===== src/rtl/banked_rf_pkg.sv =====
// Package: shared types and constants of the mode-banked register file.
// Assumes a 5-bit mode code and 16 architectural indices.
package banked_rf_pkg;

    // Legal mode codes
    localparam logic [4:0] MODE_USR = 5'b10000;
    localparam logic [4:0] MODE_FIQ = 5'b10001;
    localparam logic [4:0] MODE_IRQ = 5'b10010;
    localparam logic [4:0] MODE_SVC = 5'b10011;
    localparam logic [4:0] MODE_ABT = 5'b10111;
    localparam logic [4:0] MODE_UND = 5'b11011;
    localparam logic [4:0] MODE_SYS = 5'b11111;

    // Register bank selected by a mode; the order fixes the saved-status slot (bank - 1)
    typedef enum logic [2:0] {
        BANK_USR = 3'd0,
        BANK_FIQ = 3'd1,
        BANK_IRQ = 3'd2,
        BANK_SVC = 3'd3,
        BANK_ABT = 3'd4,
        BANK_UND = 3'd5
    } bank_e;

    localparam int ARCH_REGS   = 16;               // architectural indices
    localparam int FIQ_LO      = 8;                // first index with a fast-interrupt copy
    localparam int FIQ_HI      = 12;               // last index with a fast-interrupt copy
    localparam int FIQ_COPIES  = FIQ_HI - FIQ_LO + 1;
    localparam int SP_IDX      = 13;               // stack slot
    localparam int LR_IDX      = 14;               // link slot
    localparam int EXC_BANKS   = 5;                // modes with private stack/link/saved status
    localparam int PHYS_GPR    = ARCH_REGS + FIQ_COPIES + 2 * EXC_BANKS;
    localparam int PHYS_W      = $clog2(PHYS_GPR);

endpackage


===== src/rtl/mode_decode.sv =====
// Module: mode_decode
// Turns a 5-bit mode code into the bank it selects and a legality flag.
// Assumes nothing about the code; unlisted codes fall back to the user bank.
module mode_decode
    import banked_rf_pkg::*;
(
    input  logic [4:0] mode_i,
    output bank_e      bank_o,
    output logic       legal_o
);

    // Map every code onto a bank, flagging the unlisted ones
    always_comb begin
        legal_o = 1'b1;
        case (mode_i)
            MODE_USR, MODE_SYS: bank_o = BANK_USR;
            MODE_FIQ:           bank_o = BANK_FIQ;
            MODE_IRQ:           bank_o = BANK_IRQ;
            MODE_SVC:           bank_o = BANK_SVC;
            MODE_ABT:           bank_o = BANK_ABT;
            MODE_UND:           bank_o = BANK_UND;
            default: begin
                bank_o  = BANK_USR;
                legal_o = 1'b0;
            end
        endcase
    end

endmodule


===== src/rtl/bank_map.sv =====
// Module: bank_map
// Computes the physical general-register slot for an architectural index in a bank.
// Layout: 0..15 base copy, then the fast-interrupt copies of 8..12, then one
// stack/link pair per exception bank in bank order.
module bank_map
    import banked_rf_pkg::*;
#(
    parameter int IDX_W = 4
) (
    input  bank_e             bank_i,
    input  logic [IDX_W-1:0]  idx_i,
    output logic [PHYS_W-1:0] phys_o
);

    localparam int PAIR_BASE = ARCH_REGS + FIQ_COPIES;

    logic is_fiq_range;
    logic is_pair;

    // Classify the index against the banked ranges
    always_comb begin
        is_fiq_range = (int'(idx_i) >= FIQ_LO) && (int'(idx_i) <= FIQ_HI);
        is_pair      = (int'(idx_i) == SP_IDX) || (int'(idx_i) == LR_IDX);
    end

    // Pick the slot: private pair, fast-interrupt copy or base copy
    always_comb begin
        if (is_pair && (bank_i != BANK_USR)) begin
            phys_o = PHYS_W'(PAIR_BASE + 2 * (int'(bank_i) - 1) + (int'(idx_i) - SP_IDX));
        end else if (is_fiq_range && (bank_i == BANK_FIQ)) begin
            phys_o = PHYS_W'(ARCH_REGS + (int'(idx_i) - FIQ_LO));
        end else begin
            phys_o = PHYS_W'(idx_i);
        end
    end

endmodule


===== src/rtl/gpr_array.sv =====
// Module: gpr_array
// Flat storage of the physical general registers: one synchronous write port,
// two combinational read ports addressed by physical slot. Reads see the
// value held before a same-cycle write.
module gpr_array
    import banked_rf_pkg::*;
#(
    parameter int DATA_W = 32,
    parameter int N_REGS = PHYS_GPR
) (
    input  logic              clk,
    input  logic              rst_n,
    input  logic              we_i,
    input  logic [PHYS_W-1:0] wslot_i,
    input  logic [DATA_W-1:0] wdata_i,
    input  logic [PHYS_W-1:0] rslot_a_i,
    input  logic [PHYS_W-1:0] rslot_b_i,
    output logic [DATA_W-1:0] rdata_a_o,
    output logic [DATA_W-1:0] rdata_b_o
);

    logic [DATA_W-1:0] regs_q [N_REGS];

    // Clear on reset, else store the write data in the addressed slot
    always_ff @(posedge clk or negedge rst_n) begin
        if (!rst_n) begin
            for (int i = 0; i < N_REGS; i++) regs_q[i] <= '0;
        end else if (we_i) begin
            for (int i = 0; i < N_REGS; i++) begin
                if (int'(wslot_i) == i) regs_q[i] <= wdata_i;
            end
        end
    end

    // Read both ports straight from the stored values
    always_comb begin
        rdata_a_o = '0;
        rdata_b_o = '0;
        for (int i = 0; i < N_REGS; i++) begin
            if (int'(rslot_a_i) == i) rdata_a_o = regs_q[i];
            if (int'(rslot_b_i) == i) rdata_b_o = regs_q[i];
        end
    end

endmodule


===== src/rtl/status_bank.sv =====
// Module: status_bank
// Holds the current status register and one saved status register per
// exception bank. The current-mode port outranks the load path on a clash.
// Assumes the user bank (also used for illegal codes) owns no saved copy.
module status_bank
    import banked_rf_pkg::*;
#(
    parameter int DATA_W  = 32,
    parameter int N_SAVED = EXC_BANKS
) (
    input  logic              clk,
    input  logic              rst_n,
    input  bank_e             cur_bank_i,
    input  logic              cur_we_i,
    input  logic [DATA_W-1:0] cur_wdata_i,
    output logic [DATA_W-1:0] cur_rdata_o,
    input  bank_e             ld_bank_i,
    input  logic              ld_we_i,
    input  logic [DATA_W-1:0] ld_wdata_i,
    input  logic              cs_we_i,
    input  logic [DATA_W-1:0] cs_wdata_i,
    output logic [DATA_W-1:0] cs_o
);

    logic [DATA_W-1:0] saved_q [N_SAVED];
    logic [DATA_W-1:0] cs_q;
    logic [N_SAVED-1:0] hit_cur;
    logic [N_SAVED-1:0] hit_ld;

    // One saved copy per exception bank, each with its own write selection
    for (genvar g = 0; g < N_SAVED; g++) begin : g_saved
        assign hit_cur[g] = cur_we_i && (int'(cur_bank_i) == g + 1);
        assign hit_ld[g]  = ld_we_i  && (int'(ld_bank_i)  == g + 1);

        // Update copy g; the current-mode write takes precedence over the load
        always_ff @(posedge clk or negedge rst_n) begin
            if (!rst_n)          saved_q[g] <= '0;
            else if (hit_cur[g]) saved_q[g] <= cur_wdata_i;
            else if (hit_ld[g])  saved_q[g] <= ld_wdata_i;
        end
    end

    // Present the current bank's copy, or zero for the user bank
    always_comb begin
        cur_rdata_o = '0;
        for (int i = 0; i < N_SAVED; i++) begin
            if (int'(cur_bank_i) == i + 1) cur_rdata_o = saved_q[i];
        end
    end

    // Current status register, independent of the mode
    always_ff @(posedge clk or negedge rst_n) begin
        if (!rst_n)       cs_q <= '0;
        else if (cs_we_i) cs_q <= cs_wdata_i;
    end

    assign cs_o = cs_q;

endmodule


===== src/rtl/banked_regfile.sv =====
// Module: banked_regfile (top)
// Mode-banked register file: decodes the current and load modes, maps each
// architectural index to its physical slot and drives the general and status
// storage. Assumes the mode input is stable for the whole cycle.
module banked_regfile
    import banked_rf_pkg::*;
#(
    parameter int DATA_W = 32,
    parameter int IDX_W  = 4
) (
    input  logic              clk,
    input  logic              rst_n,
    input  logic [4:0]        mode_i,
    output logic              mode_err_o,
    input  logic [IDX_W-1:0]  rd_a_idx_i,
    output logic [DATA_W-1:0] rd_a_data_o,
    input  logic [IDX_W-1:0]  rd_b_idx_i,
    output logic [DATA_W-1:0] rd_b_data_o,
    input  logic              wr_en_i,
    input  logic [IDX_W-1:0]  wr_idx_i,
    input  logic [DATA_W-1:0] wr_data_i,
    output logic [DATA_W-1:0] sr_rd_data_o,
    input  logic              sr_wr_en_i,
    input  logic [DATA_W-1:0] sr_wr_data_i,
    input  logic              ld_en_i,
    input  logic [4:0]        ld_mode_i,
    input  logic [DATA_W-1:0] ld_data_i,
    input  logic              cur_sr_wr_en_i,
    input  logic [DATA_W-1:0] cur_sr_wr_data_i,
    output logic [DATA_W-1:0] cur_sr_o
);

    localparam int N_PORTS = 3;   // read A, read B, write

    bank_e             cur_bank;
    bank_e             ld_bank;
    logic              cur_legal;
    logic              ld_legal;
    logic [IDX_W-1:0]  port_idx  [N_PORTS];
    logic [PHYS_W-1:0] port_slot [N_PORTS];

    // Current mode decode
    mode_decode u_cur_dec (
        .mode_i  (mode_i),
        .bank_o  (cur_bank),
        .legal_o (cur_legal)
    );

    // Load target decode; an illegal target lands on the user bank and is dropped
    mode_decode u_ld_dec (
        .mode_i  (ld_mode_i),
        .bank_o  (ld_bank),
        .legal_o (ld_legal)
    );

    assign mode_err_o = !cur_legal;

    assign port_idx[0] = rd_a_idx_i;
    assign port_idx[1] = rd_b_idx_i;
    assign port_idx[2] = wr_idx_i;

    // One slot mapper per access port
    for (genvar p = 0; p < N_PORTS; p++) begin : g_map
        bank_map #(.IDX_W(IDX_W)) u_map (
            .bank_i (cur_bank),
            .idx_i  (port_idx[p]),
            .phys_o (port_slot[p])
        );
    end

    // Physical general registers
    gpr_array #(.DATA_W(DATA_W), .N_REGS(PHYS_GPR)) u_gpr (
        .clk       (clk),
        .rst_n     (rst_n),
        .we_i      (wr_en_i),
        .wslot_i   (port_slot[2]),
        .wdata_i   (wr_data_i),
        .rslot_a_i (port_slot[0]),
        .rslot_b_i (port_slot[1]),
        .rdata_a_o (rd_a_data_o),
        .rdata_b_o (rd_b_data_o)
    );

    // Status registers; ld_legal is folded into ld_bank by the decoder
    status_bank #(.DATA_W(DATA_W), .N_SAVED(EXC_BANKS)) u_sr (
        .clk         (clk),
        .rst_n       (rst_n),
        .cur_bank_i  (cur_bank),
        .cur_we_i    (sr_wr_en_i),
        .cur_wdata_i (sr_wr_data_i),
        .cur_rdata_o (sr_rd_data_o),
        .ld_bank_i   (ld_bank),
        .ld_we_i     (ld_en_i && ld_legal),
        .ld_wdata_i  (ld_data_i),
        .cs_we_i     (cur_sr_wr_en_i),
        .cs_wdata_i  (cur_sr_wr_data_i),
        .cs_o        (cur_sr_o)
    );

endmodule


===== config.mk =====
export PLATFORM = sky130hd
export DESIGN_NAME = banked_regfile
export DESIGN_NICKNAME = d
export VERILOG_FILES = /design/src/rtl/banked_rf_pkg.sv /design/src/rtl/mode_decode.sv /design/src/rtl/bank_map.sv /design/src/rtl/gpr_array.sv /design/src/rtl/status_bank.sv /design/src/rtl/banked_regfile.sv
export SDC_FILE = /design/constraint.sdc
export NUM_CORES = 2
export LEC_CHECK = 0
export BUFFER_PORTS_ARGS = -buffer_cell sky130_fd_sc_hd__clkbuf_2
export CELL_PAD_IN_SITES_DETAIL_PLACEMENT = 1
export CELL_PAD_IN_SITES_GLOBAL_PLACEMENT = 1
export CORE_MARGIN = 5
export CORE_UTILIZATION = 40
export DETAILED_ROUTE_END_ITERATION = 7
export PLACE_DENSITY = 0.69
export SLEW_MARGIN = 5
export SYNTH_ARGS = -nofsm -noshare
export SYNTH_HDL_FRONTEND = slang
export SYNTH_SLANG_ARGS = --single-unit

===== constraint.sdc =====
create_clock -name clk -period 6.6 [get_ports clk]
set_input_delay 0.99 -clock clk [delete_from_list [all_inputs] [get_ports clk]]
set_output_delay 0.99 -clock clk [all_outputs]
set_load 0.02 [all_outputs]

## After elaboration in Yosys (flattened, before gate mapping)

Index checks and enable logic that the tools add are counted.

| storage, ports and cells | value |
|---|---|
| register bits after elaboration | 1184 |
| bits of input ports | 156 |
| output and inout port bits | 129 |
| logic and storage cells | 331 |

| operators by class | value |
|---|---|
| add/sub/neg operators | 14 |
| order comparisons | 6 |
| eq/ne operators | 121 |
| muxes and demuxes | 87 |
| reduce and logical (&&, ||, !) cells | 66 |

Operators by type and width:

| operator | number |
|---|---|
| $mux 32 | 77 |
| $eq 5x5->1 const B | 62 |
| $eq 5x4->1 const B | 24 |
| $reduce_and 2->1 | 31 |
| $eq 5x3->1 const B | 12 |
| $eq 5x2->1 const B | 6 |
| $mux 5 | 6 |
| $pmux 3 s5 | 2 |
| $sub 4x4->5 const B | 6 |
| $eq 3x3->1 const B | 8 |
| $add 5x5->5 const A | 4 |
| $logic_and 1x1->1 | 20 |
| $add 5x5->5 | 3 |
| $logic_not 5->1 | 3 |
| $reduce_or 7->1 | 2 |
| $eq 4x2->1 const B | 3 |
| $eq 4x3->1 const B | 3 |
| $ge 4x4->1 const B | 3 |
| $le 4x4->1 const B | 3 |
| $reduce_bool 2->1 | 5 |
| $eq 3x2->1 const B | 2 |
| $sub 3x1->4 const B | 1 |
| $eq 3x1->1 const B | 1 |
| $logic_or 1x1->1 | 3 |
| other kinds (3) | 4 |

## Logic depth before layout (Yosys ltp)

| logic depth | value |
|---|---|
| depth in word-level cells | 38 |
| depth in mapped cells | 21 |
| gate-level depth less buffers | 19 |

## By module

Synthesis repeated with hierarchy kept, for this count alone.

| second synthesis, totals | value |
|---|---|
| cell total of the unflattened synthesis | 6166 |
| area, all modules | 66381.2 um^2 |

By module, submodules not included:

| module | instances | cells each | area each (um^2) | sequential area each (um^2) |
|---|---|---|---|---|
| gpr_array | 1 | 5135 | 55364.3 | 24823.8 |
| status_bank | 1 | 924 | 10023.4 | 4804.6 |
| bank_map | 3 | 29 | 285.3 | 0.0 |
| mode_decode | 2 | 9 | 63.8 | 0.0 |
| banked_regfile | 1 | 2 | 10.0 | 0.0 |

## Worst setup path before layout

OpenSTA, ideal clock, no wires.

| timing | value |
|---|---|
| kind | in2out |
| from | in mode_i[1] |
| to | out rd_b_data_o[2] |
| data arrival time | 5503 ps |
| data required time | 5610 ps |
| slack | 107 ps |
| stages on the path | 19 |
| buffers on the path | 2 |
| path through | nand2b_1 -> nand4b_2 -> ha_1 -> ha_1 -> inv_1 -> ha_1 -> ha_1 -> inv_1 -> fa_1 -> xnor2_1 -> nor4_1 -> mux2_4 -> or3_4 -> buf_6 -> nor3_4 -> buf_2 -> nor3_1 -> o221a_2 -> a211oi_1 |

| between the ends | value |
|---|---|
| word-level cells in the longest chain between the ends | 38 |
| elaborated cells between the ends (all ways) | 77 |
| those cells by class | add/sub: 3; eq/ne: 36; mux: 34; reduce/logical: 4 |

Ends and longest elaborated chain:

| what | RTL line | text |
|---|---|---|
| from (decl) | banked_regfile.sv:13 | `input logic [4:0] mode_i,` |
| $eq 5x5->1 | mode_decode.sv:15 | `case (mode_i)` |
| $pmux 3 s5 (*) | mode_decode.sv:15 |  |
| $sub 3x1->4 / $eq 3x1->1 (equally long branches) | bank_map.sv:29, bank_map.sv:30 |  |
| $add 5x5->5 / $logic_and 1x1->1 (equally long branches) | bank_map.sv:29, bank_map.sv:30 |  |
| $add 5x5->5 / $mux 5 (equally long branches) | bank_map.sv:29, bank_map.sv:30 |  |
| $mux 5 (*) | bank_map.sv:28 | `if (is_pair && (bank_i != BANK_USR)) begin` |
| $logic_not 5->1 | gpr_array.sv:41 | `if (int'(rslot_b_i) == i) rdata_b_o = regs_q[i];` |
| $mux 32 (30 in series) | gpr_array.sv:41 |  |
| $mux 32 (*) | gpr_array.sv:41 |  |
| to (decl) | banked_regfile.sv:18 | `output logic [DATA_W-1:0] rd_b_data_o,` |

Every way passes the cells marked *; elsewhere a longest branch is shown, timed or not.

## Final worst setup path

| timing | value |
|---|---|
| from | in mode_i[2] |
| to | out rd_a_data_o[16] |

| between the ends | value |
|---|---|
| word-level cells in the longest chain between the ends | 38 |
| elaborated cells between the ends (all ways) | 77 |
| those cells by class | add/sub: 3; eq/ne: 36; mux: 34; reduce/logical: 4 |

Ends and longest elaborated chain:

| what | RTL line | text |
|---|---|---|
| $eq 5x5->1 | mode_decode.sv:15 |  |
| $pmux 3 s5 (*) | mode_decode.sv:15 |  |
| $sub 3x1->4 / $eq 3x1->1 (equally long branches) | bank_map.sv:29, bank_map.sv:30 |  |
| $add 5x5->5 / $logic_and 1x1->1 (equally long branches) | bank_map.sv:29, bank_map.sv:30 |  |
| $add 5x5->5 / $mux 5 (equally long branches) | bank_map.sv:29, bank_map.sv:30 |  |
| $mux 5 (*) | bank_map.sv:28 |  |
| $logic_not 5->1 | gpr_array.sv:40 | `if (int'(rslot_a_i) == i) rdata_a_o = regs_q[i];` |
| $mux 32 (30 in series) | gpr_array.sv:40 |  |
| $mux 32 (*) | gpr_array.sv:40 |  |
| to (decl) | banked_regfile.sv:16 | `output logic [DATA_W-1:0] rd_a_data_o,` |

Marks and branches as above.

==> impl_metrics.py <==
metrics = {
    "pwr": {
        "p_leak_nw": 35.9,
        "vdd_drop_max_uv": 242,
        "power_density_nw_per_um2": 273,
        "p_total_w": 0.0222,
    },
    "synthesis": {
        "synthFlopType": "dfrtp_1",
        "synthesis.area_sq_um": 63500,
        "async_flop_share": 1.00,
        "synthTopCellsByArea": "dfrtp_1 (47%), mux2_2 (18%), nand2_1 (3.0%), o22ai_1 (3.0%), a21oi_1 (2.9%)",
        "yosys_warnings": 0,
        "ys_seq_area_frac": 0.467,
        "syn_avg_cell_area_sq_um": 10.5,
        "synth.distinct_cells": 107,
        "ys_ff_latch": 1184,
        "syn_inst": 6046,
        "synth_edf_count": 0,
        "yosysTopAreaCell": "dfrtp_1",
        "synth_top_area_frac": 0.467,
        "syn-num-nets": 6227,
    },
    "worst_hold_path": {
        "hp-class": "input port to async pin",
    },
    "timing": {
        "finalSetupViolCount": 62,
        "min_period_over_period": 1.07,
        "max_slew_margin": 0.291,
        "period_needed_ns": 7.05,
        "tightest_slew_ns": 1.05,
        "hold_viol": 0,
        "max_freq_ghz": 0.142,
        "rsz0062_at_grt": "true",
        "skew_ns": 0,
        "slew_violations": 0,
        "layout_setup_ws_ns": -0.447,
    },
    "outcome": {
        "violations": "negative setup slack",
        "outcome": "complete, but fails checks",
    },
    "cts": {
        "cts-root-buf": "clkbuf_16",
        "holdBufCountCts": 0,
        "cts_tree": "built",
        "clockBufferDepth": 3,
        "clk_pin_slew_ns": 0.06,
        "clock_latency_ns": 0.79,
        "cts_num_sinks": 1184,
        "cts_made_buffers": 138,
        "h-tree-depth": 4,
    },
    "drt": {
        "detail_route.wl_per_cell_um": 32.3,
        "drc_errors": 0,
        "totalWireLength_um": 285000,
        "dr.pass1.iters": 7,
        "drt-initial-drc-count": 6431,
        "ant_nets": 0,
        "vias": 58655,
        "via_per_inst": 6.66,
    },
    "global_routing": {
        "antenna_found_initial": 15,
        "grt_pass1_vias": 61819,
        "grt_pass1_wl_um": 412000,
        "grt_max_degree": 174,
        "grt_use_total": 0.324,
        "grt-ovfl-total": 0,
    },
    "worst_setup_path": {
        "end_kind": "output port",
        "crit_type": "input port to output port",
        "critPathLaunchType": "input port",
        "cp_data_arrival_time_ns": 6.06,
        "path_max_fanout": 6,
        "cp.required_ns": 5.61,
    },
    "place": {
        "place_ws_ns": -0.912,
        "gp_congestion": 0.954,
        "hpwlAfterDp_um": 187000,
        "io_buffers": 284,
        "dp.cells": 8446,
    },
    "layout": {
        "stdcell_count": 8811,
        "final_cell_mix": "dfrtp_1 (1184), mux2_2 (1020), buf_4 (490)",
        "drive_gt1_frac": 0.404,
        "ff_latch_area_sq_um": 29600,
        "multiInputGateArea_sq_um": 34400,
        "fin_nets": 6803,
        "area_delta_synth_final_pct": 28.0,
        "final_common_cell": "dfrtp_1",
        "fillers": 16515,
    },
    "die": {
        "die_h_um": 408,
        "ios": 285,
        "start_util": 0.402,
        "placementRows": 146,
        "die_w_um": 408,
        "coreArea_sq_um": 158000,
        "die_area_sq_um": 167000,
    },
    "run": {
        "max-cap-violations": 0,
    },
}
-- synth_stat cells (7+ instances only) --
| master | count |
|---|---|
| o21ai_1 | 29 |
| a31oi_1 | 111 |
| nor2_1 | 338 |
| nand4_1 | 12 |
| buf_1 | 98 |
| o31ai_1 | 28 |
| a22o_1 | 27 |
| ha_1 | 22 |
| mux2i_1 | 173 |
| or3_1 | 32 |
| a221o_1 | 10 |
| a31o_1 | 17 |
| and4_1 | 25 |
| nor4_1 | 33 |
| a311oi_1 | 23 |
| and3_1 | 41 |
| o211ai_1 | 13 |
| inv_1 | 32 |
| dfrtp_1 | 1184 |
| a222oi_1 | 34 |
| nand2_1 | 513 |
| mux2_2 | 1020 |
| nand3_1 | 66 |
| nor3_1 | 79 |
| buf_6 | 10 |
| o22ai_1 | 301 |
| o22a_1 | 29 |
| a221oi_1 | 107 |
| a21o_1 | 25 |
| buf_2 | 89 |
| nor3_2 | 9 |
| a31o_2 | 9 |
| a22oi_1 | 77 |
| a21oi_1 | 368 |
| a211oi_1 | 40 |
| clkbuf_1 | 377 |
| o21a_1 | 27 |
| o221ai_1 | 145 |
| nor3_4 | 7 |
| o21ai_0 | 317 |
-- cells by family after synthesis --
| logic type | after synthesis | synth area share |
|---|---|---|
| AO/OA/AOI/OAI | 1797 | 0.188 |
| XOR/XNOR | 12 | 0.00229 |
| adder cells (fa/ha/maj) | 25 | 0.00528 |
| buffers and inverters | 609 | 0.0391 |
| flip-flops | 1184 | 0.467 |
| multiplexers | 1198 | 0.209 |
| AND/OR/NAND/NOR | 1221 | 0.0896 |
-- report_power, final --
group          switching, W  internal, W  total [W]  leakage (nW)
clock               0.00331      0.00460    0.00792          2.26
sequential          0.00111      0.00854    0.00965          15.3
combinational       0.00246      0.00220    0.00465          18.3
total               0.00688       0.0153     0.0222          35.9
-- routing by layer --
layer | up-vias | track usage | wire (um)
li1 | 24006 | - | -
met1 | 30497 | 0.408 | 110000
met2 | 3245 | 0.509 | 132000
met3 | 901 | 0.0677 | 23100
met4 | 6 | 0.203 | 19700
met5 | - | 0 | 34
-- what timing repair did --
| item | in CTS | in global routing |
|---|---|---|
| cloned | 7 | 8 |
| setup buffers | 56 | 61 |
| endpoints found under the setup margin | 64 | 64 |
| pin swaps | 81 | 188 |
| gates resized for setup | 378 | 406 |
-- registers in the layout (all words and copies together), names as in the netlist --
register / count
u_gpr.regs_q: 992
u_sr.saved_q: 160
u_sr.cs_o: 32
-- path summary, 6_finish.rpt --
check,start,end,slack [ns],depth (start not counted)
setup / recovery,mode_i[2],rd_a_data_o[16],-0.45,26
hold / removal,rst_n,u_sr.saved_q[70],0.16,1
setup reg to reg,u_gpr.regs_q[267],u_gpr.regs_q[267],5.74,1
hold reg to reg,u_sr.cs_o[29],u_sr.cs_o[29],0.51,1
max in group asynchronous,rst_n,u_gpr.regs_q[122],4.77,2
min in group clk,cur_sr_wr_data_i[11],u_sr.cs_o[11],0.43,2
-- layout make-up --
class	count	area share
Timing Repair Buffer	1012	0.121
Tap cell	2072	0.0319
Clock inverter	38	0.00667
Inverter	32	0.00162
Sequential cell	1184	0.365
Clock buffer	207	0.0502
Antenna cell	12	0.000369
Multi-Input combinational cell	4254	0.423
-- worst max-delay path, cell delays in order --
cell and delay [ns]:
buf_8 0.10, buf_6 0.10, xor2_1 0.17, nand4_1 0.22
ha_4 0.37, inv_8 0.05, ha_4 0.25, ha_4 0.27
inv_2 0.03, fa_2 0.34, xnor2_2 0.15, xnor2_2 0.15
buf_4 0.14, a21boi_4 0.13, buf_6 0.14, nor3_4 0.21
nor2_4 0.12, buf_4 0.20, buf_6 0.11, buf_6 0.11
nor3_4 0.18, a31oi_4 0.06, o211ai_1 0.86, a311oi_2 0.23
nor2_2 0.18, buf_4 0.17
-- metrics by stage --
| stage | TNS, ns | hold WS, ns | cell area (sq um) | util |
|---|---|---|---|---|
| floorplan | 0 | 0.479 | 63500 | - |
| global placement | -31.07 | 0.492 | 71800 | 0.455 |
| detailed placement | -35.66 | 0.498 | 71800 | 0.455 |
| CTS | -7.43 | 0.209 | 79000 | 0.500 |
| global route | -16.35 | 0.192 | 81300 | 0.514 |
| finish | -12.75 | 0.156 | 81300 | 0.514 |
Note: power is estimated with default switching activity, not from simulation.
